$ cat src/rtl/hexcalc_pkg.sv
package hexcalc_pkg;

    typedef enum logic [1:0] {
        ST_OPA  = 2'd0,
        ST_OPB  = 2'd1,
        ST_SHOW = 2'd2
    } calc_state_t;

    typedef enum logic {
        OP_SUB = 1'b0,
        OP_ADD = 1'b1
    } calc_op_t;

    // one-hot command after priority resolution
    typedef struct packed {
        logic clr;
        logic add;
        logic sub;
        logic eq;
        logic dig;
    } cmd_t;

    // per-register update controls
    typedef struct packed {
        logic clr;
        logic load;
        logic fresh;
        logic shift;
    } reg_ctl_t;

    // clear > add > sub > eq > digit
    function automatic cmd_t resolve_cmd(logic clr, logic add, logic sub,
                                         logic eq, logic dig);
        cmd_t c;
        c = '0;
        if (clr)      c.clr = 1'b1;
        else if (add) c.add = 1'b1;
        else if (sub) c.sub = 1'b1;
        else if (eq)  c.eq  = 1'b1;
        else if (dig) c.dig = 1'b1;
        return c;
    endfunction

endpackage

$ cat src/rtl/hexcalc_fsm.sv
module hexcalc_fsm
    import hexcalc_pkg::*;
(
    input  logic        clk,
    input  logic        rst,
    input  logic        key_vld,
    input  logic        btn_add,
    input  logic        btn_sub,
    input  logic        btn_eq,
    input  logic        btn_clr,
    output calc_state_t st_q,
    output calc_op_t    op_q,
    output reg_ctl_t    acc_ctl,
    output reg_ctl_t    opb_ctl
);

    cmd_t        cmd;
    calc_state_t st_d;

    assign cmd = resolve_cmd(btn_clr, btn_add, btn_sub, btn_eq, key_vld);

    always_comb begin
        st_d    = st_q;
        acc_ctl = '0;
        opb_ctl = '0;
        if (cmd.clr) begin
            st_d        = ST_OPA;
            acc_ctl.clr = 1'b1;
            opb_ctl.clr = 1'b1;
        end else begin
            unique case (st_q)
                ST_OPA: begin
                    if (cmd.add || cmd.sub) begin
                        st_d        = ST_OPB;
                        opb_ctl.clr = 1'b1;
                    end else if (cmd.dig) begin
                        acc_ctl.shift = 1'b1;
                    end
                end
                ST_OPB: begin
                    if (cmd.eq) begin
                        st_d         = ST_SHOW;
                        acc_ctl.load = 1'b1;
                    end else if (cmd.dig) begin
                        opb_ctl.shift = 1'b1;
                    end
                end
                ST_SHOW: begin
                    if (cmd.dig) begin
                        st_d          = ST_OPA;
                        acc_ctl.fresh = 1'b1;
                        opb_ctl.clr   = 1'b1;
                    end
                end
                default: st_d = ST_OPA;
            endcase
        end
    end

    always_ff @(posedge clk) begin
        if (rst) begin
            st_q <= ST_OPA;
            op_q <= OP_ADD;
        end else begin
            st_q <= st_d;
            if (st_q == ST_OPA && cmd.add)      op_q <= OP_ADD;
            else if (st_q == ST_OPA && cmd.sub) op_q <= OP_SUB;
        end
    end

endmodule

$ cat src/rtl/hexcalc_nibreg.sv
module hexcalc_nibreg
    import hexcalc_pkg::*;
#(
    parameter int W  = 16,
    parameter int NW = 4
) (
    input  logic          clk,
    input  logic          rst,
    input  reg_ctl_t      ctl,
    input  logic [NW-1:0] nib,
    input  logic [W-1:0]  din,
    output logic [W-1:0]  q
);

    logic [W-1:0] shifted;

    generate
        if (W > NW) begin : g_wide
            assign shifted = {q[W-NW-1:0], nib};
        end else begin : g_single
            assign shifted = W'(nib);
        end
    endgenerate

    always_ff @(posedge clk) begin
        if (rst || ctl.clr)  q <= '0;
        else if (ctl.load)   q <= din;
        else if (ctl.fresh)  q <= W'(nib);
        else if (ctl.shift)  q <= shifted;
    end

endmodule

$ cat src/rtl/hexcalc_alu.sv
module hexcalc_alu
    import hexcalc_pkg::*;
#(
    parameter int W = 16
) (
    input  logic [W-1:0] a,
    input  logic [W-1:0] b,
    input  calc_op_t     op,
    output logic [W-1:0] y
);

    always_comb begin
        if (op == OP_ADD) y = a + b;
        else              y = a - b;
    end

endmodule

$ cat src/rtl/hex_calc_ctrl.sv
module hex_calc_ctrl
    import hexcalc_pkg::*;
#(
    parameter int NIB_W    = 4,
    parameter int N_DIGITS = 4
) (
    input  logic                      clk,
    input  logic                      rst,
    input  logic [NIB_W-1:0]          key_nib,
    input  logic                      key_vld,
    input  logic                      btn_add,
    input  logic                      btn_sub,
    input  logic                      btn_eq,
    input  logic                      btn_clr,
    output logic [NIB_W*N_DIGITS-1:0] disp
);

    localparam int WORD_W = NIB_W * N_DIGITS;

    calc_state_t       st_q;
    calc_op_t          op_q;
    reg_ctl_t          acc_ctl;
    reg_ctl_t          opb_ctl;
    logic [WORD_W-1:0] acc_q;
    logic [WORD_W-1:0] opb_q;
    logic [WORD_W-1:0] alu_y;

    hexcalc_fsm u_fsm (
        .clk     (clk),
        .rst     (rst),
        .key_vld (key_vld),
        .btn_add (btn_add),
        .btn_sub (btn_sub),
        .btn_eq  (btn_eq),
        .btn_clr (btn_clr),
        .st_q    (st_q),
        .op_q    (op_q),
        .acc_ctl (acc_ctl),
        .opb_ctl (opb_ctl)
    );

    hexcalc_nibreg #(.W(WORD_W), .NW(NIB_W)) u_acc (
        .clk (clk),
        .rst (rst),
        .ctl (acc_ctl),
        .nib (key_nib),
        .din (alu_y),
        .q   (acc_q)
    );

    hexcalc_nibreg #(.W(WORD_W), .NW(NIB_W)) u_opb (
        .clk (clk),
        .rst (rst),
        .ctl (opb_ctl),
        .nib (key_nib),
        .din ('0),
        .q   (opb_q)
    );

    hexcalc_alu #(.W(WORD_W)) u_alu (
        .a  (acc_q),
        .b  (opb_q),
        .op (op_q),
        .y  (alu_y)
    );

    always_comb begin
        if (st_q == ST_OPB) disp = opb_q;
        else                disp = acc_q;
    end

endmodule

$ cat config.mk
export PLATFORM = sky130hd
export DESIGN_NAME = hex_calc_ctrl
export DESIGN_NICKNAME = d
export VERILOG_FILES = /design/src/rtl/hexcalc_pkg.sv /design/src/rtl/hexcalc_fsm.sv /design/src/rtl/hexcalc_nibreg.sv /design/src/rtl/hexcalc_alu.sv /design/src/rtl/hex_calc_ctrl.sv
export SDC_FILE = /design/constraint.sdc
export NUM_CORES = 1
export LEC_CHECK = 0
export BUFFER_PORTS_ARGS = -buffer_cell sky130_fd_sc_hd__clkbuf_2
export CAP_MARGIN = 20
export CORE_MARGIN = 4
export CORE_UTILIZATION = 35
export DETAILED_ROUTE_END_ITERATION = 10
export GPL_ROUTABILITY_DRIVEN = 1
export MAX_ROUTING_LAYER = met4
export PLACE_DENSITY = 0.6
export RECOVER_POWER = 100
export SETUP_SLACK_MARGIN = 0.3
export SLEW_MARGIN = 10
export SYNTH_ARGS = -nofsm -noshare
export SYNTH_HDL_FRONTEND = slang
export SYNTH_SLANG_ARGS = --single-unit
export TNS_END_PERCENT = 50
$ cat constraint.sdc
create_clock -name clk -period 3.4 [get_ports clk]
set_input_delay 0.34 -clock clk [delete_from_list [all_inputs] [get_ports clk]]
set_output_delay 0.34 -clock clk [all_outputs]
set_load 0.02 [all_outputs]
==> results.cfg <==
[routing]
detail_route.wl_per_cell_um = 16.4
drt-total-wl_um = 7570
via_count = 2522
drc = 0
met1_length_um = 3590
routed_via_density = 5.47
ant_nets = 0
drt-pass1-iter-count = 4
met2_length_um = 3560
met3_length_um = 365
top_layer_used = met4
drt_iter0_drc = 129

[synth]
synth-seq-cells = 35
synth_edf_count = 0
synth.avg_cell_area_um2 = 7.77
synth_ff_type = dfxtp_1
syn_area_um2 = 2670
synth_top_area_share_pct = 26.2
synth_top_area_cell = dfxtp_1
syn_nets = 376
synth.top_cells.by_area = dfxtp_1 26%, ha_1 9.4%, nand2_1 6.9%
yosys_warnings = 0
ys_seq_area_share_pct = 26.2
postSynthCellCount = 344
async_flop_share_pct = 0
ys_types = 49

[cells_and_area]
nNetsFinal = 394
layout_commonest_cell = nand2_1
area_growth_pct = 9.18
layout_common_cells = 49 x nand2_1, 39 x nor2_1, 35 x dfxtp_1, 31 x a21oi_1, 20 x ha_1
fin_util_pct = 39.8
layout-drive-gt1-share_pct = 7.18
n_antenna_cell = 0

[cts]
clockBufferDepth = 2
clk_latency_ps = 290
cts_setup_buffers = 0
clkSinkCount = 35
htree_levels = 2
numCtsBuffers = 5
cts_root_buf = clkbuf_8
cts_tree = yes
cts-resized-gates = 0
cts_hold_buf = 0
cts.clk_slew.worst_paths_ps = 80

[timing]
period_needed_ps = 2940
finalCritPeriodShare_pct = 86.4
totalNegativeSetupSlack_ps = 0
worst_pin_slew_ps = 1220
slew_viol_final = 0
final_hold_viol_count = 0
final-setup-viol-count = 0
maxSlewHeadroom_pct = 18.8
fin_hold_ws_ps = 277
finalClockSkew_ps = 6.01
rsz0062_at_grt = no
fmax_mhz = 341

[global_routing]
grt_pass1_wl_um = 12500
grt_max_degree = 22
overflow = 0
track_usage_pct = 18.2
antenna_found_initial = 0
grt_pass1_vias = 2454

[critical_path]
slowest_delay_ps = 510
critPathMostFrequentCell = a21oi_1
crit_path_start_kind = flop
worstPathCellList = nor3_1 -> and3_1 -> a21oi_1 -> xor2_1 -> ha_1 -> a21oi_1 -> nor2_1 -> a211oi_1 -> o21ai_0 -> xnor2_1 -> o22ai_1
crit_family = simple AND/OR/NAND/NOR gates
criticalPathCategory = flop to flop
cpMaxStageDelayCell = nor3_1
worstPathArrival_ps = 3100
cp-end-kind = flop
path_max_fanout = 6
critPathBufInv = 0
crit_required_ps = 3560

[pwr]
pwr_density_cell_nw_per_um2 = 285
power_mw = 0.831
power.leakage_nw = 1.19
peakVddDrop_v = 0.000165

[worst_hold_path]
hold_class = input pin to flop

[place]
io_buffer_count = 26
dpl.hpwl_um = 5650
gp_congestion = 0.872

[die]
die_w_um = 95.4
initial_core_util_pct = 36.4
die_area_um2 = 9090
die_y_um = 95.4
core-area_um2 = 7330
rows = 31
ioPinCount = 27

[flow_run]
cap_violations = 0

[outcome]
status = finished clean
-- report_power, final --
part	internal [mW]	switching [mW]	leakage, nW	total [mW]
clock network	0.215	0.154	0.0513	0.369
registers	0.412	0.00331	0.282	0.415
logic	0.0130	0.0340	0.861	0.0470
total	0.640	0.192	1.19	0.831
-- cell type report --
type                    count  area [um2]
clock buffers               6        72.6
clock inverters             1        30.0
fillers                   784        4410
inverters                  10        37.5
multi-input cells         281        1830
flip-flops and latches     35         701
well taps                  99         124
repair buffers             29         125
-- per-stage QoR --
| stage | cells | instance area, um2 | worst slack [ps] |
|---|---|---|---|
| after global routing | 461 | 2920 | 188 |
| after floorplan | 344 | 2670 | 850 |
| after CTS | 461 | 2940 | 455 |
| after global placement | 454 | 2840 | 469 |
| final | 461 | 2920 | 463 |
| after detailed placement | 454 | 2840 | 472 |
-- per-layer routing --
metal	up-vias	GRT usage, %
met5	-	-
met3	6	2.60
met1	1189	24.2
li1	1261	-
met2	66	29.7
met4	0	3.37
-- cell usage after synthesis (all sizes together), types with 2 or more instances --
cell type	instances
a21boi	2
o22ai	4
nor2b	2
ha	20
mux2i	11
nand2	49
xnor2	16
o311ai	2
xor2	13
nor3	10
a21oi	32
buf	8
or2	2
nand3	4
dfxtp	35
a21o	3
a221oi	4
clkbuf	10
a31oi	5
nor3b	4
and3	3
inv	10
nand4	2
nand2b	2
o21ai	19
nor4	2
a211oi	11
o211ai	5
a22oi	5
nor2	40
-- state kept, by name (all words and copies together) (netlist names) --
register    cells
u_acc.q        16
u_opb.q        16
u_fsm.st_q      2
u_fsm.op_q      1
-- cell families (layout without fill, tap and decap cells) --
family	Yosys count	after routing	share of synthesized area, %
compound gates	98	98	22.9
flops	35	35	26.2
buf+inv	28	46	5.43
xor+xnor	29	29	9.51
simple gates	121	121	21.3
mux	12	12	4.54
fa+ha+maj	21	21	10.1
-- worst register-to-register path: stages (launching register included) --
cell	delay, ps
dfxtp_1	380
nor3_1	510
and3_1	300
a21oi_1	100
xor2_1	150
ha_1	370
a21oi_1	240
nor2_1	80
a211oi_1	270
o21ai_0	170
xnor2_1	160
o22ai_1	80
-- path summary, 6_finish.rpt --
kind | start | endpoint | slack (ps) | cells after the start
max | u_opb.q[2] | u_acc.q[14] | 460 | 11
min reg2reg | u_opb.q[14] | u_opb.q[14] | 500 | 2
min | rst | u_fsm.op_q | 280 | 2
max reg2reg | u_opb.q[2] | u_acc.q[14] | 460 | 11
Note: power is estimated with default switching activity, not from simulation.
